`config.mk`:
```
export PLATFORM = sky130hd
export DESIGN_NAME = spec_window_gate
export DESIGN_NICKNAME = d
export VERILOG_FILES = /design/src/rtl/sww_pkg.sv /design/src/rtl/sww_contrib_lut.sv /design/src/rtl/sww_age_filter.sv /design/src/rtl/sww_weight_acc.sv /design/src/rtl/spec_window_gate.sv
export SDC_FILE = /design/constraint.sdc
export NUM_CORES = 1
export LEC_CHECK = 0
export BUFFER_PORTS_ARGS = -buffer_cell sky130_fd_sc_hd__buf_2
export CORE_ASPECT_RATIO = 0.8
export CORE_MARGIN = 10
export CORE_UTILIZATION = 43
export CTS_CLUSTER_SIZE = 16
export DETAILED_ROUTE_END_ITERATION = 16
export GPL_ROUTABILITY_DRIVEN = 1
export PLACE_DENSITY = 0.69
export SLEW_MARGIN = 20
export SYNTH_ARGS = -nofsm -noshare
export SYNTH_HDL_FRONTEND = slang
export SYNTH_SLANG_ARGS = --single-unit
```
`constraint.sdc`:
```
create_clock -name clk -period 7.65 [get_ports clk]
set_input_delay 0.3825 -clock clk [delete_from_list [all_inputs] [get_ports clk]]
set_output_delay 0.3825 -clock clk [all_outputs]
set_load 0.03 [all_outputs]
```
`src/rtl/sww_pkg.sv`:
```
package sww_pkg;

    typedef enum logic [2:0] {
        CL_PLAIN = 3'd0,
        CL_JUMP  = 3'd1,
        CL_RET   = 3'd2,
        CL_COND  = 3'd3,
        CL_IND   = 3'd4
    } iclass_e;

    typedef enum logic {
        GS_OPEN  = 1'b0,
        GS_GATED = 1'b1
    } gate_state_e;

    localparam int unsigned NSLOT   = 7;
    localparam int unsigned SLOTW   = 3;

    localparam logic [SLOTW-1:0] SL_PLAIN   = 3'd0;
    localparam logic [SLOTW-1:0] SL_JUMP    = 3'd1;
    localparam logic [SLOTW-1:0] SL_RET     = 3'd2;
    localparam logic [SLOTW-1:0] SL_COND_HI = 3'd3;
    localparam logic [SLOTW-1:0] SL_COND_LO = 3'd4;
    localparam logic [SLOTW-1:0] SL_IND_HI  = 3'd5;
    localparam logic [SLOTW-1:0] SL_IND_LO  = 3'd6;

    function automatic logic [SLOTW-1:0] slot_of(input logic [2:0] cls, input logic hi_conf);
        logic [SLOTW-1:0] s;
        case (iclass_e'(cls))
            CL_JUMP: s = SL_JUMP;
            CL_RET:  s = SL_RET;
            CL_COND: s = hi_conf ? SL_COND_HI : SL_COND_LO;
            CL_IND:  s = hi_conf ? SL_IND_HI  : SL_IND_LO;
            default: s = SL_PLAIN;
        endcase
        return s;
    endfunction

endpackage

```
`src/rtl/sww_contrib_lut.sv`:
```
module sww_contrib_lut
    import sww_pkg::*;
#(
    parameter int CW = 7
) (
    input  logic                        valid,
    input  logic [2:0]                  cls,
    input  logic                        hi_conf,
    input  logic [NSLOT-1:0][CW-1:0]    table_in,
    output logic [CW-1:0]               contrib
);
    logic [SLOTW-1:0] slot;

    always_comb begin
        slot    = slot_of(cls, hi_conf);
        contrib = valid ? table_in[slot] : '0;
    end
endmodule

```
`src/rtl/sww_age_filter.sv`:
```
module sww_age_filter #(
    parameter int TAGW = 8,
    parameter int CW   = 7
) (
    input  logic             valid,
    input  logic [TAGW-1:0]  tag,
    input  logic             anchor_vld,
    input  logic [TAGW-1:0]  anchor_tag,
    input  logic [CW-1:0]    contrib,
    output logic [CW-1:0]    counted
);
    logic [TAGW-1:0] diff;
    logic            younger;

    always_comb begin
        diff    = tag - anchor_tag;
        younger = (diff != '0) && !diff[TAGW-1];
        counted = (valid && (!anchor_vld || younger)) ? contrib : '0;
    end
endmodule

```
`src/rtl/sww_weight_acc.sv`:
```
module sww_weight_acc #(
    parameter int LANES = 4,
    parameter int CW    = 7,
    parameter int WW    = 12
) (
    input  logic [WW-1:0]               cur,
    input  logic                        clear,
    input  logic [LANES-1:0][CW-1:0]    add_c,
    input  logic [LANES-1:0][CW-1:0]    sub_c,
    output logic [WW-1:0]               nxt
);
    localparam int SUMW = CW + $clog2(LANES) + 1;
    localparam int EXTW = ((SUMW > WW) ? SUMW : WW) + 2;
    localparam logic [EXTW-1:0] CEIL = EXTW'((1 << WW) - 1);

    logic [EXTW-1:0] add_s;
    logic [EXTW-1:0] sub_s;
    logic [EXTW-1:0] grown;
    logic [EXTW-1:0] left;

    always_comb begin
        add_s = '0;
        sub_s = '0;
        for (int i = 0; i < LANES; i++) begin
            add_s = add_s + EXTW'(add_c[i]);
            sub_s = sub_s + EXTW'(sub_c[i]);
        end
        if (clear) begin
            grown = add_s;
            sub_s = '0;
        end else begin
            grown = EXTW'(cur) + add_s;
        end
        left = grown - sub_s;
        if (grown <= sub_s)     nxt = '0;
        else if (left > CEIL)   nxt = '1;
        else                    nxt = WW'(left);
    end
endmodule

```
`src/rtl/spec_window_gate.sv`:
```
module spec_window_gate
    import sww_pkg::*;
#(
    parameter int LANES     = 4,
    parameter int CW        = 7,
    parameter int WW        = 12,
    parameter int ROB_DEPTH = 128,
    localparam int TAGW     = $clog2(ROB_DEPTH) + 1
) (
    input  logic                         clk,
    input  logic                         rst_n,
    input  logic [WW-1:0]                cfg_threshold,
    input  logic [NSLOT-1:0][CW-1:0]     class_weight,
    input  logic [LANES-1:0]             dec_valid,
    input  logic [LANES-1:0][2:0]        dec_class,
    input  logic [LANES-1:0]             dec_hi_conf,
    input  logic [LANES-1:0]             ex_valid,
    input  logic [LANES-1:0][TAGW-1:0]   ex_tag,
    input  logic [LANES-1:0][CW-1:0]     ex_contrib,
    input  logic                         rcv_valid,
    input  logic [TAGW-1:0]              rcv_tag,
    output logic                         fetch_gate,
    output logic [LANES-1:0][CW-1:0]     dec_contrib
);
    gate_state_e             state_q, state_d;
    logic [WW-1:0]           weight_q, weight_d;
    logic [WW-1:0]           thr_q;
    logic [TAGW-1:0]         anchor_q;
    logic                    anchor_vld_q;
    logic [LANES-1:0][CW-1:0] ex_counted;

    for (genvar g = 0; g < LANES; g++) begin : g_lane
        sww_contrib_lut #(.CW(CW)) u_lut (
            .valid    (dec_valid[g]),
            .cls      (dec_class[g]),
            .hi_conf  (dec_hi_conf[g]),
            .table_in (class_weight),
            .contrib  (dec_contrib[g])
        );
        sww_age_filter #(.TAGW(TAGW), .CW(CW)) u_age (
            .valid      (ex_valid[g]),
            .tag        (ex_tag[g]),
            .anchor_vld (anchor_vld_q),
            .anchor_tag (anchor_q),
            .contrib    (ex_contrib[g]),
            .counted    (ex_counted[g])
        );
    end

    sww_weight_acc #(.LANES(LANES), .CW(CW), .WW(WW)) u_acc (
        .cur   (weight_q),
        .clear (rcv_valid),
        .add_c (dec_contrib),
        .sub_c (ex_counted),
        .nxt   (weight_d)
    );

    // Next-state logic of the gate machine, driven by the next weight
    always_comb begin
        state_d = state_q;
        unique case (state_q)
            GS_OPEN:  if (weight_d > thr_q) state_d = GS_GATED;
            GS_GATED: if (weight_d < thr_q) state_d = GS_OPEN;
        endcase
    end

    // State register and window bookkeeping
    always_ff @(posedge clk) begin
        if (!rst_n) begin
            state_q      <= GS_OPEN;
            weight_q     <= '0;
            thr_q        <= cfg_threshold;
            anchor_q     <= '0;
            anchor_vld_q <= 1'b0;
        end else begin
            state_q  <= state_d;
            weight_q <= weight_d;
            if (rcv_valid) begin
                anchor_q     <= rcv_tag;
                anchor_vld_q <= 1'b1;
            end
        end
    end

    // Output decode of the gate machine
    always_comb begin
        unique case (state_q)
            GS_OPEN:  fetch_gate = 1'b0;
            GS_GATED: fetch_gate = 1'b1;
        endcase
    end
endmodule

```
==> out/summary.txt <==
Status: finished, violations left
Failing checks: setup timing
CP peak stage delay: 570 ps
XOR/XNOR share of the synthesized area: 4.711%
Synth top area share: 14.47%
Layout Nets: 1504
Area leader, netlist: ha_1
Max-cap violations: 0
Seq/Total Area, Yosys: 10.77%
Crit. End Element: register
First-pass DRT Iterations: 5
Gate Count Post-Synth: 950
Core box area: 16760 µm²
Vias per cell: 5.650
Post-DRT Antenna Nets: 0
Hold Crit Class: in -> reg
Final setup viols: 1
FMAX: 130.0 MHz
Power per Cell Area: 407.4 nW/µm²
Pleak: 5.040 nW
Starting density of the core: 44.36%
Skew final: 2.832 ps
Worst-path fanout max: 8
Unrepaired setup endpoints after global routing: yes
Ant. Diodes: 0
Die width: 167.0 µm
Final Slew Violations: 0
Crit path time final: 7693 ps
Drt drc: 0
Fillers: 1466
Final Worst Setup Slack: -43.20 ps
CTS buffer count: 5
Synthesis-to-layout area growth: 36.80%
Final Cycle Share: 100.6%
Net Switching: 1.980 mW
CTS tree: yes
Pin count of the biggest net entering global routing: 32
H-tree depth: 2
P_int: 2.165 mW
CP dominant cell by count: nor3_2
Clk sinks: 34
Half-perimeter wire length after placement: 20910 µm
Post-synth EDFFs: 12
CP Launch Point: dec_class[5]
Comb pwr share: 88.3%
Initial DRC count: 550
Root Buffer: clkbuf_16
DIE AREA: 22990 µm²
Flop pwr share: 6.2%
Post-synthesis adder-cell area fraction: 20.93%
Setup Crit Path Kind: in -> reg
Leading post-synthesis cells by cell area: ha_1, mux2i_1, fa_1
Die Y: 137.6 µm
Proportion of layout cells with a drive suffix above 1: 37.05%
CP Data Arrival Time: 7830 ps
Synth async-reset ratio: 0%
Yosys cell types: 72
Via count: 8243
Post-synthesis mux area share: 11.95%
Peak VDD IR: 0.4758 mV
Worst r2r src: anchor_q[0]$_SDFFE_PN0P_
Main combinational cell family by area after synthesis: compound AO/OA/AOI/OAI gates
Synth Area in Compound Gates: 26.80%
Routed WL per cell: 17.25 µm
Number of global-route vias before repair: 7844
Hold Startpoint: cfg_threshold[8]
Gr ovfl total: 0
Transition time of the tightest slew-check pin: 975.6 ps
Crit path max-delay cell type: fa_2
Net count after synthesis: 1216
CTS Hold Bufs: 0
I/O pins: 185
Flops & latches, synth: 34
# port buffers: 184
Synth Cell Area: 7436 µm²
Post-Route Utilization: 60.68%
Clock transition at path regs: 50 ps
Dominant synthesized flop cell: dfxtp_1
Cells after DPL: 1432
Synth Area in Simple Gates: 18.36%
Routability cong.: 0.9314
Switching Share: 47.76%
Clock share of power: 5.6%
First-pass GRT wire length: 39010 µm
Worst-skew pair later-pin latency: 280 ps
Cell row count: 42
Max_slew headroom: 34.96%
Pre-CTS WS: -351.0 ps
Gr usage total: 19.95%
WP data required: 7790 ps
Final WL: 25170 µm
Crit start category: input pin
Final Hold Fails: 0
Mapped Avg Cell Area: 7.827 µm²
Post-route insts no fill: 1459
Initial antenna violation count: 0
Yosys warnings: 0
Clk buf depth: 2
## metal layers
layer / track usage, % / share of wire, % / wire length (µm)
met5: 0 / 0 / 0
met4: 3.311 / 0.99 / 248
met3: 3.189 / 7.0 / 1759
met2: 32.33 / 46 / 11580
met1: 27.69 / 46 / 11590
## cell families after synthesis
kind of cell,after synthesis
muxes,85
and+or+nand+nor,261
AOI/OAI and AO/OA,297
buffers and inverters,123
adders and majority gates,110
DFF,34
xor gates and xnor gates,40
## timing repair
action,4_1_cts,5_1_grt
setup buffers,7,11
gates cloned,1,0
pin swaps,13,45
endpoints found under the setup margin,1,1
resized for setup,20,54
## power groups by stage
| stage | Sequential [mW] | Combinational, mW | Clock (mW) |
|---|---|---|---|
| 2_1_floorplan | 0.252 | 2.15 | 0 |
| 3_3_place_gp | 0.259 | 3.13 | 0 |
| 3_5_place_dp | 0.259 | 3.20 | 0 |
| 4_1_cts | 0.255 | 3.35 | 0.230 |
| 5_1_grt | 0.261 | 3.99 | 0.238 |
| 6_report | 0.256 | 3.66 | 0.230 |
## state kept, by name, summed over array words and instances, names as in the netlist
signal        flops
anchor_q          8
anchor_vld_q      1
state_q           1
thr_q            12
weight_q         12
## area by class of cell
| cell class | instances | area, µm² | share of cell area [%] |
|---|---|---|---|
| clock inverter | 2 | 37.54 | 0.3690 |
| clock buffer | 6 | 128.9 | 1.267 |
| timing repair buffer | 315 | 1938 | 19.05 |
| inverter | 89 | 334.1 | 3.284 |
| tap | 220 | 275.3 | 2.706 |
| multi-input combinational | 793 | 6653 | 65.40 |
| sequential | 34 | 805.8 | 7.921 |
## synth_stat cells, types with 9 or more instances
cell and n:
o21ai_1 32, o21a_1 16, o22ai_1 20, a21oi_1 64, fa_1 24, edfxtp_1 12
nand2b_1 9, and3_1 11, a211oi_1 29, and2_1 9, mux2i_1 55, dfxtp_1 22
xor2_1 20, xnor2_1 20, mux2_2 24, nand2_1 70, nor2_1 55, o21ai_0 30
o21bai_1 11, nor2b_1 28, inv_1 88, a21o_1 15, o211ai_1 10, or2_2 10
ha_1 86, nand4_1 12, clkbuf_1 22, a31oi_1 9, nor3_1 13, nor3b_1 20
## critical path, delay by kind of cell
family / cells / cell delay, ps
compound gates: 14 / 2420
fa+ha+maj: 8 / 2680
buf+inv: 6 / 680
mux: 1 / 220
simple gates: 7 / 1430
## placed cells by master, fill, tap and decap left out, types with 11 or more instances in the layout
cell type  synthesis  final
ha_1              86     74
a21oi_1           64     49
edfxtp_1          12     12
a21oi_2            0     15
o21ai_1           32     29
mux2_2            24     24
inv_1             88     85
xnor2_1           20     14
dfxtp_1           22     20
mux2i_1           55     54
buf_4              0    125
nand4_1           12     12
xor2_1            20     19
o22ai_1           20     19
buf_2              4    185
a21o_1            15     15
fa_1              24     18
nor3b_1           20     12
a211oi_1          29     19
nor2b_1           28     23
and3_1            11     11
o21ai_0           30     28
nor2_1            55     54
o21a_1            16     16
nand2_1           70     68
## metrics by stage
stage / setup TNS [ps] / hold slack [ps] / cell area [µm²] / power (mW)
after floorplan: -1.838 / 460.4 / 7602 / 2.406
after global placement: -224.0 / 475.0 / 9503 / 3.387
after detailed placement: -351.0 / 483.2 / 9503 / 3.457
after CTS: 0 / 272.9 / 9811 / 3.837
after global routing: -439.7 / 270.5 / 10170 / 4.489
final: -43.20 / 274.7 / 10170 / 4.145
## final timing paths
kind / to / slack [ps] / depth (start not counted)
worst min register to register: anchor_q[6]$_SDFFE_PN0P_ / 490 / 2
worst max-delay path: state_q$_SDFF_PN0_ / -40 / 36
worst max register to register: state_q$_SDFF_PN0_ / -30 / 38
worst min-delay path: thr_q[8]$_DFFE_PN_ / 270 / 1
Note: power is estimated with default switching activity, not from simulation.
